<file path="src/rtl/db_pkg.sv">
// Package: shared offsets, register select type and decode for the doorbell unit.
// Assumes an 8-bit byte offset per CPU port; the banked window sits at 0x80.
package db_pkg;

    localparam int ADDR_W = 8;

    localparam logic [ADDR_W-1:0] OFF_TRIGGER = 8'h04;
    localparam logic [ADDR_W-1:0] OFF_CAUSE   = 8'h88;
    localparam logic [ADDR_W-1:0] OFF_MASK    = 8'h8C;
    localparam logic [ADDR_W-1:0] OFF_GATE    = 8'h90;
    localparam logic [ADDR_W-1:0] OFF_ACK     = 8'hC4;

    localparam logic [9:0] ACK_ID_BELL     = 10'd0;
    localparam logic [9:0] ACK_ID_SPURIOUS = 10'd1023;

    typedef enum logic [2:0] {
        SEL_NONE,
        SEL_TRIGGER,
        SEL_CAUSE,
        SEL_MASK,
        SEL_GATE,
        SEL_ACK
    } reg_sel_e;

    // Map a byte offset to the register it selects.
    function automatic reg_sel_e decode_addr(input logic [ADDR_W-1:0] a);
        case (a)
            OFF_TRIGGER: return SEL_TRIGGER;
            OFF_CAUSE:   return SEL_CAUSE;
            OFF_MASK:    return SEL_MASK;
            OFF_GATE:    return SEL_GATE;
            OFF_ACK:     return SEL_ACK;
            default:     return SEL_NONE;
        endcase
    endfunction

endpackage

</file>
<file path="src/rtl/db_trigger_fanout.sv">
// Trigger fan-out: turns the trigger writes of all CPU ports in one cycle into
// per-target set vectors for the cause registers.
// Assumes bits [7:0] hold the doorbell number and bits [8+N_CPU-1:8] the target map.
module db_trigger_fanout
    import db_pkg::*;
#(
    parameter int N_CPU  = 4,
    parameter int N_BELL = 8,
    parameter int DATA_W = 32
) (
    input  logic [N_CPU-1:0]          wr,
    input  logic [N_CPU*ADDR_W-1:0]   addr,
    input  logic [N_CPU*DATA_W-1:0]   wdata,
    output logic [N_CPU*N_BELL-1:0]   set_flat
);

    localparam int MAP_LSB = 8;

    // Per-source one-hot doorbell vector, zero when the source is not a valid trigger.
    logic [N_BELL-1:0] bell_hot [N_CPU];

    // Decode each source's doorbell number into a one-hot vector.
    always_comb begin
        for (int s = 0; s < N_CPU; s++) begin
            for (int b = 0; b < N_BELL; b++) begin
                bell_hot[s][b] = wr[s]
                    && (decode_addr(addr[s*ADDR_W +: ADDR_W]) == SEL_TRIGGER)
                    && (wdata[s*DATA_W +: 8] == 8'(b));
            end
        end
    end

    // OR every source's doorbell into each target it selects.
    always_comb begin
        set_flat = '0;
        for (int s = 0; s < N_CPU; s++) begin
            for (int t = 0; t < N_CPU; t++) begin
                if (wdata[s*DATA_W + MAP_LSB + t]) begin
                    set_flat[t*N_BELL +: N_BELL] = set_flat[t*N_BELL +: N_BELL] | bell_hot[s];
                end
            end
        end
    end

endmodule

</file>
<file path="src/rtl/db_cpu_bank.sv">
// Per-CPU bank: holds the cause, mask and gate registers of one CPU, forms its
// doorbell request and serves its register reads with one cycle of latency.
// Assumes the set vector comes from the trigger fan-out in the same cycle.
module db_cpu_bank
    import db_pkg::*;
#(
    parameter int N_BELL = 8,
    parameter int DATA_W = 32
) (
    input  logic               clk,
    input  logic               rst_n,
    input  logic               wr,
    input  logic               rd,
    input  logic [ADDR_W-1:0]  addr,
    input  logic [N_BELL-1:0]  wdata_low,
    input  logic [N_BELL-1:0]  set_bits,
    output logic [DATA_W-1:0]  rdata,
    output logic               rvalid,
    output logic               req,
    output logic [N_BELL-1:0]  cause_q,
    output logic [N_BELL-1:0]  mask_q
);

    reg_sel_e          sel;
    logic              gate_q;
    logic [DATA_W-1:0] rd_mux;

    assign sel = decode_addr(addr);

    // Cause, mask and gate storage; a trigger set bit wins over a cause write.
    always_ff @(posedge clk) begin
        if (!rst_n) begin
            cause_q <= '0;
            mask_q  <= '0;
            gate_q  <= 1'b0;
        end else begin
            cause_q <= ((wr && sel == SEL_CAUSE) ? wdata_low : cause_q) | set_bits;
            if (wr && sel == SEL_MASK) mask_q <= wdata_low;
            if (wr && sel == SEL_GATE) gate_q <= wdata_low[0];
        end
    end

    // Doorbell request: gated OR of pending and enabled doorbells.
    assign req = gate_q && |(cause_q & mask_q);

    // Read multiplexer over the banked registers.
    always_comb begin
        rd_mux = '0;
        case (sel)
            SEL_CAUSE: rd_mux[N_BELL-1:0] = cause_q;
            SEL_MASK:  rd_mux[N_BELL-1:0] = mask_q;
            SEL_GATE:  rd_mux[0]          = gate_q;
            SEL_ACK:   rd_mux[9:0]        = req ? ACK_ID_BELL : ACK_ID_SPURIOUS;
            default:   rd_mux = '0;
        endcase
    end

    // Registered read return with valid strobe.
    always_ff @(posedge clk) begin
        if (!rst_n) begin
            rvalid <= 1'b0;
            rdata  <= '0;
        end else begin
            rvalid <= rd;
            rdata  <= rd ? rd_mux : '0;
        end
    end

endmodule

</file>
<file path="src/rtl/db_doorbell_unit.sv">
// Top: inter-processor doorbell unit with one register port per CPU.
// Each port reaches the global trigger register and its own banked window.
// Assumes N_CPU + 8 <= DATA_W so the target map fits in the trigger word.
module db_doorbell_unit
    import db_pkg::*;
#(
    parameter int N_CPU  = 4,
    parameter int N_BELL = 8,
    parameter int DATA_W = 32
) (
    input  logic                      clk,
    input  logic                      rst_n,
    input  logic [N_CPU-1:0]          bus_wr,
    input  logic [N_CPU-1:0]          bus_rd,
    input  logic [N_CPU*8-1:0]        bus_addr,
    input  logic [N_CPU*DATA_W-1:0]   bus_wdata,
    output logic [N_CPU*DATA_W-1:0]   bus_rdata,
    output logic [N_CPU-1:0]          bus_rvalid,
    output logic [N_CPU-1:0]          db_req
);

    localparam int FLAT_W = N_CPU * N_BELL;

    logic [FLAT_W-1:0] set_flat;
    logic [FLAT_W-1:0] cause_flat;
    logic [FLAT_W-1:0] mask_flat;

    db_trigger_fanout #(
        .N_CPU (N_CPU),
        .N_BELL(N_BELL),
        .DATA_W(DATA_W)
    ) u_fanout (
        .wr      (bus_wr),
        .addr    (bus_addr),
        .wdata   (bus_wdata),
        .set_flat(set_flat)
    );

    for (genvar c = 0; c < N_CPU; c++) begin : g_bank
        db_cpu_bank #(
            .N_BELL(N_BELL),
            .DATA_W(DATA_W)
        ) u_bank (
            .clk      (clk),
            .rst_n    (rst_n),
            .wr       (bus_wr[c]),
            .rd       (bus_rd[c]),
            .addr     (bus_addr[c*ADDR_W +: ADDR_W]),
            .wdata_low(bus_wdata[c*DATA_W +: N_BELL]),
            .set_bits (set_flat[c*N_BELL +: N_BELL]),
            .rdata    (bus_rdata[c*DATA_W +: DATA_W]),
            .rvalid   (bus_rvalid[c]),
            .req      (db_req[c]),
            .cause_q  (cause_flat[c*N_BELL +: N_BELL]),
            .mask_q   (mask_flat[c*N_BELL +: N_BELL])
        );
    end

endmodule

</file>
<file path="config.mk">
export PLATFORM = sky130hd
export DESIGN_NAME = db_doorbell_unit
export DESIGN_NICKNAME = d
export VERILOG_FILES = /design/src/rtl/db_pkg.sv /design/src/rtl/db_trigger_fanout.sv /design/src/rtl/db_cpu_bank.sv /design/src/rtl/db_doorbell_unit.sv
export SDC_FILE = /design/constraint.sdc
export NUM_CORES = 1
export LEC_CHECK = 0
export BUFFER_PORTS_ARGS = -buffer_cell sky130_fd_sc_hd__buf_2
export CORE_MARGIN = 2
export CORE_UTILIZATION = 48
export CTS_CLUSTER_DIAMETER = 60
export DETAILED_ROUTE_END_ITERATION = 12
export PLACE_DENSITY = 0.88
export SLEW_MARGIN = 15
export SYNTH_ARGS = -nofsm -noshare
export SYNTH_HDL_FRONTEND = slang
export SYNTH_SLANG_ARGS = --single-unit
</file>
<file path="constraint.sdc">
create_clock -name clk -period 2.4 [get_ports clk]
set_input_delay 0.36 -clock clk [delete_from_list [all_inputs] [get_ports clk]]
set_output_delay 0.36 -clock clk [all_outputs]
set_load 0.1 [all_outputs]
</file>
Yosys cells after proc, flatten, opt, wreduce, memory -nomap -nowiden. Index checks and enable logic that the tools add are counted.

Bits in registers: 200. Bits of input ports: 170. Output and inout port bits: 136. Logic and storage cells: 220.

Eq/ne operators: 68. Muxes and demuxes: 36. Bitwise operators: 20. Reductions and logical operators: 68.

Operators with widths (count): equality test 8 x 3 -> 1 bit, second input constant (20); two-way mux 8 bit (20); equality test 8 bit, second input constant (16); OR 8 bit (16); case mux 7 bit (3 select lines) (4); equality test 8 x 2 -> 1 bit, second input constant (8); case mux 3 bit (5 select lines) (4); logical AND 1 bit (52); two-way mux 10 bit (4); bitwise AND 8 bit (4); equality test 8 x 1 -> 1 bit, second input constant (4); logical NOT 8 bit (4); OR reduction 8 bit (4); equality test 3 x 2 -> 1 bit, second input constant (8); equality test 3 bit, second input constant (8); case mux 1 bit (4 select lines) (4); equality test 3 x 1 -> 1 bit, second input constant (4); AND reduction 3 bit (4); AND reduction 2 bit (4).

Longest topological paths before layout.
Depth in word-level cells: 13. Gate-level depth with buffers: 7.

Modules after synthesis. Synthesis repeated with hierarchy kept, for this count alone.

Cells, all modules: 784. Area total of the unflattened synthesis: 6929.1 um^2.

By module, submodules not included: db_cpu_bank (instances 4, cells each 149, area each 1410.1 um^2); db_trigger_fanout (instances 1, cells each 188, area each 1288.7 um^2).

Worst setup path before layout. Ideal clock, no wire load.

Path type: input -> register. Start: in bus_addr[9]. End: reg g_bank[1].u_bank.cause_q[1]. Setup time: 127 ps. Data arrival time: 1986 ps. Required time: 2273 ps. Path slack: 287 ps. Stages: 6. Cells stage by stage: or4_1 -> or4_1 -> buf_2 -> mux2_4 -> a221oi_1 -> o21ai_1.

Longest elaborated chain between the ends: 12. Elaborated cells between the ends (all ways): 19. Those cells by class: eq/ne (7); mux (5); bitwise (4); reduce/logical (3).

Ends and longest elaborated chain: start: declaration (RTL line db_doorbell_unit.sv:15) `input logic [N_CPU*8-1:0] bus_addr,`; equality test 8 bit / equality test 8 x 3 -> 1 bit (equally long branches) (RTL line db_pkg.sv:27) `case (a)`; case mux 3 bit (5 select lines) * (RTL line db_pkg.sv:27); equality test 3 x 1 -> 1 bit (RTL line db_trigger_fanout.sv:27) `&& (decode_addr(addr[s*ADDR_W +: ADDR_W]) == SEL_TRIGGER)`; logical AND 1 bit (RTL line db_trigger_fanout.sv:27); logical AND 1 bit (RTL line db_trigger_fanout.sv:28) `&& (wdata[s*DATA_W +: 8] == 8'(b));`; OR 8 bit (RTL line db_trigger_fanout.sv:39) `set_flat[t*N_BELL +: N_BELL] = set_flat[t*N_BELL +: N_BELL] | bell_hot[s];`; two-way mux 8 bit (RTL line db_trigger_fanout.sv:38) `if (wdata[s*DATA_W + MAP_LSB + t]) begin`; OR 8 bit (RTL line db_trigger_fanout.sv:39); two-way mux 8 bit (RTL line db_trigger_fanout.sv:38); OR 8 bit (RTL line db_trigger_fanout.sv:39); two-way mux 8 bit (RTL line db_trigger_fanout.sv:38); OR 8 bit * (RTL line db_cpu_bank.sv:37) `cause_q <= ((wr && sel == SEL_CAUSE) ? wdata_low : cause_q) | set_bits;`; end signal: assignment (RTL line db_cpu_bank.sv:37); end: declaration (RTL line db_cpu_bank.sv:20) `output logic [N_BELL-1:0] cause_q,`.

Mark *: on every way between the ends. The rest lies on a longest branch, timed or not. A chain may end at the register's enable or synchronous reset.

Worst setup path in the final report.
Start: in bus_addr[9]. End: reg g_bank[1].u_bank.cause_q[4].

Same word-level chain as after synthesis.

==> metrics.csv <==
metric,value,unit
initial antenna violation count,1,
H-Tree Depth,3,
multi-input logic area,3726,sq um
drt drc,0,
# fillers,1225,
fin util,0.5590,
Pins Over Slew Limit,0,
Area Growth Syn to Fin,13.40,%
CP Max Fanout,8,
Power Density,555.8,nW/um^2
CTS Buf Count,9,
Die W,120.6,um
Hold Path Sink,g_bank[3].u_bank.rvalid,
Critical Path AT,2.24,ns
vias in the first global route,5793,
CP bufs+invs,2,
Core Region,13240,sq um
Max-slew headroom,0.6080,
share of cells above drive strength 1,0.2530,
Buffers on Ports,137,
CP Class,in -> reg,
reg-to-reg endpoint,g_bank[2].u_bank.rdata[0],
most frequent cells in the layout,"buf_2 (137), dfxtp_1 (108), conb_1 (88), nand2_1 (72), a21oi_1 (57)",
first-pass GRT wire length,29080,um
"most used cell, CP",or4_1,
crit path time final,2.024,ns
via/cell ratio,5.860,
Syn Inst Count,781,
"Seq/Total Area, Yosys",0.3312,
Post-Syn Area,6528,sq um
Synth Flop Type,dfxtp_1,
worst path cell trace,"buf_2, or4_1, or4_1, buf_4, mux2_4, a22oi_1, o211ai_1",
Reg2Reg Depth,4,
Initial Utilization,0.4929,
"Cell Area, Placed",7129,sq um
r2r startpoint,g_bank[2].u_bank.cause_q[2],
grt total ovfl,0,
Worst Setup Start Kind,input pin,
CP required,2.61,ns
Ports,306,
Clock Latency Late Sink,0.35,ns
vias,6411,
min-delay src,bus_rd[3],
postcts setup bufs,0,
syn avg cell area,8.358,sq um
"Hold Vio Cnt, Final",0,
Max Clk Rate,494.2,MHz
CTS tree,done,
RSZ-0062 raised after global routing,false,
nets@finish,1082,
Yosys top cell by area,dfxtp_1,
R2R setup slack,0.60,ns
setup_tns,0,ns
Worst path max stage delay,0.50,ns
largest net degree at the start of global routing,48,
"delay-heaviest family, CP",simple AND/OR/NAND/NOR gates,
status,"finished, final reports clean",
slowest CP cell,or4_1,
Clock Skew,0.007720,ns
post-DP HPWL,13850,um
number of synthesized flops with an enable pin,0,
maximum capacitance violations,0,
DRT Pass-1 Iters,7,
Critical Path Sink Type,register,
"top cells by area, synth","dfxtp_1 (33%), buf_4 (12%), mux2_2 (6.4%)",
Worst Hold Class,in -> reg,
Worst-Margin Slew,0.5867,ns
worst vdd ir,0.0003213,V
register area,2162,sq um
die area,14550,sq um
Yosys warning count,0,
count of cell types in the netlist,54,
clock sink count,108,
Yosys top cell area share,0.3312,
WL final,18680,um
"Reg clk slew, reported paths",0.07,ns
site row count,42,
final instance area,7402,sq um
Total GRT Usage,0.2488,
CTS Root Cell,clkbuf_16,
Initial DRC Count,936,
"most common cell after layout, fill and taps aside",buf_2,
Final ANT Viol Nets,0,
CTS max path bufs,2,
Min-Delay Path Depth,3,
Avg WL per Cell,17.08,um
RePlAce Congestion,0.9978,
setup violators final,0,
# resized after CTS,0,
Yosys reg bits,108,
asr flop ratio synth,0,
"Hold-fix buffers, CTS",0,
final worst path period share,0.8431,
Leakage,0.002939,uW
chip height,120.6,um
synth_stat cells, types with 5 or more instances:
cell type and number:
dfxtp_1 108, o21ai_1 8, nor2_1 24, nand4_1 16, nor2b_1 16, a22oi_1 48
a21oi_1 57, nor3_1 8, o211ai_1 8, or4_1 5, o221ai_1 19, nor4b_1 8
and2_1 7, buf_4 100, clkbuf_1 32, nand2b_1 12, a221oi_1 6, nor4_1 10
nor3b_1 7, nand2_1 72, o21ai_0 20, o32ai_1 17, and3_1 5, inv_1 18
mux2_2 37, nand3_1 44, a32oi_1 10, mux2i_1 11
logic make-up (layout without fill, tap and decap cells):
group	count (synthesis)	count (layout)	share of synthesized area
compound gates	207	207	0.2168
buf+inv	156	205	0.1480
xor+xnor	1	1	0.001342
mux	51	51	0.08760
flops	108	108	0.3312
other cells	1	89	0.0005745
simple gates	257	257	0.2145
registers in the layout, indices dropped and copies added, names as in the netlist:
| signal | count |
|---|---|
| g_bank.u_bank.cause_q | 32 |
| g_bank.u_bank.gate_q | 4 |
| g_bank.u_bank.mask_q | 32 |
| g_bank.u_bank.rdata | 36 |
| g_bank.u_bank.rvalid | 4 |
worst min-delay path, stage by stage:
cell	delay, ns
buf_2	0.08
nand2_1	0.07
inv_1	0.07
cell type report:
type | instances | share of cell area
inverters | 18 | 0.009128
flip-flops and latches | 108 | 0.2921
clock buffers | 11 | 0.03144
well taps | 176 | 0.02975
clock inverters | 5 | 0.005071
diodes | 1 | 0.0003381
repair buffers | 171 | 0.1288
multi-input cells | 604 | 0.5034
per-stage QoR:
step / total power [uW] / hold WS (ns) / std cells / worst slack (ns)
6_report: 4114 / 0.2646 / 1094 / 0.3765
5_1_grt: 4244 / 0.2828 / 1094 / 0.2607
4_1_cts: 4124 / 0.2545 / 1093 / 0.4096
3_5_place_dp: 2780 / 0.4683 / 1077 / 0.07844
3_3_place_gp: 2775 / 0.4563 / 1077 / 0.09079
2_1_floorplan: 2724 / 0.4487 / 868 / 0.2870
power by group:
part	internal [uW]	total (uW)	switching, uW
clock network	708	1360	653
registers	1800	1800	1.84
logic	118	955	838
worst max path at each step:
stage,start,end,slack [ns],cells past startpoint
global route,bus_addr[25],g_bank[3].u_bank.cause_q[7],0.26,6
finish,bus_addr[9],g_bank[1].u_bank.cause_q[4],0.38,7
global placement,bus_addr[9],g_bank[1].u_bank.cause_q[3],0.09,7
floorplan,bus_addr[9],g_bank[1].u_bank.cause_q[1],0.29,6
CTS,bus_addr[9],g_bank[1].u_bank.cause_q[4],0.41,7
detailed placement,bus_addr[9],g_bank[1].u_bank.cause_q[3],0.08,7
per-layer routing:
| metal | routed length (um) | vias to the layer above | track usage |
|---|---|---|---|
| li1 | - | 3005 | - |
| met1 | 7617 | 2955 | 0.3168 |
| met5 | 0 | - | 0 |
| met3 | 1839 | 62 | 0.05708 |
| met4 | 542 | 0 | 0.09738 |
| met2 | 8685 | 389 | 0.4075 |
Note: power is estimated with default switching activity, not from simulation.
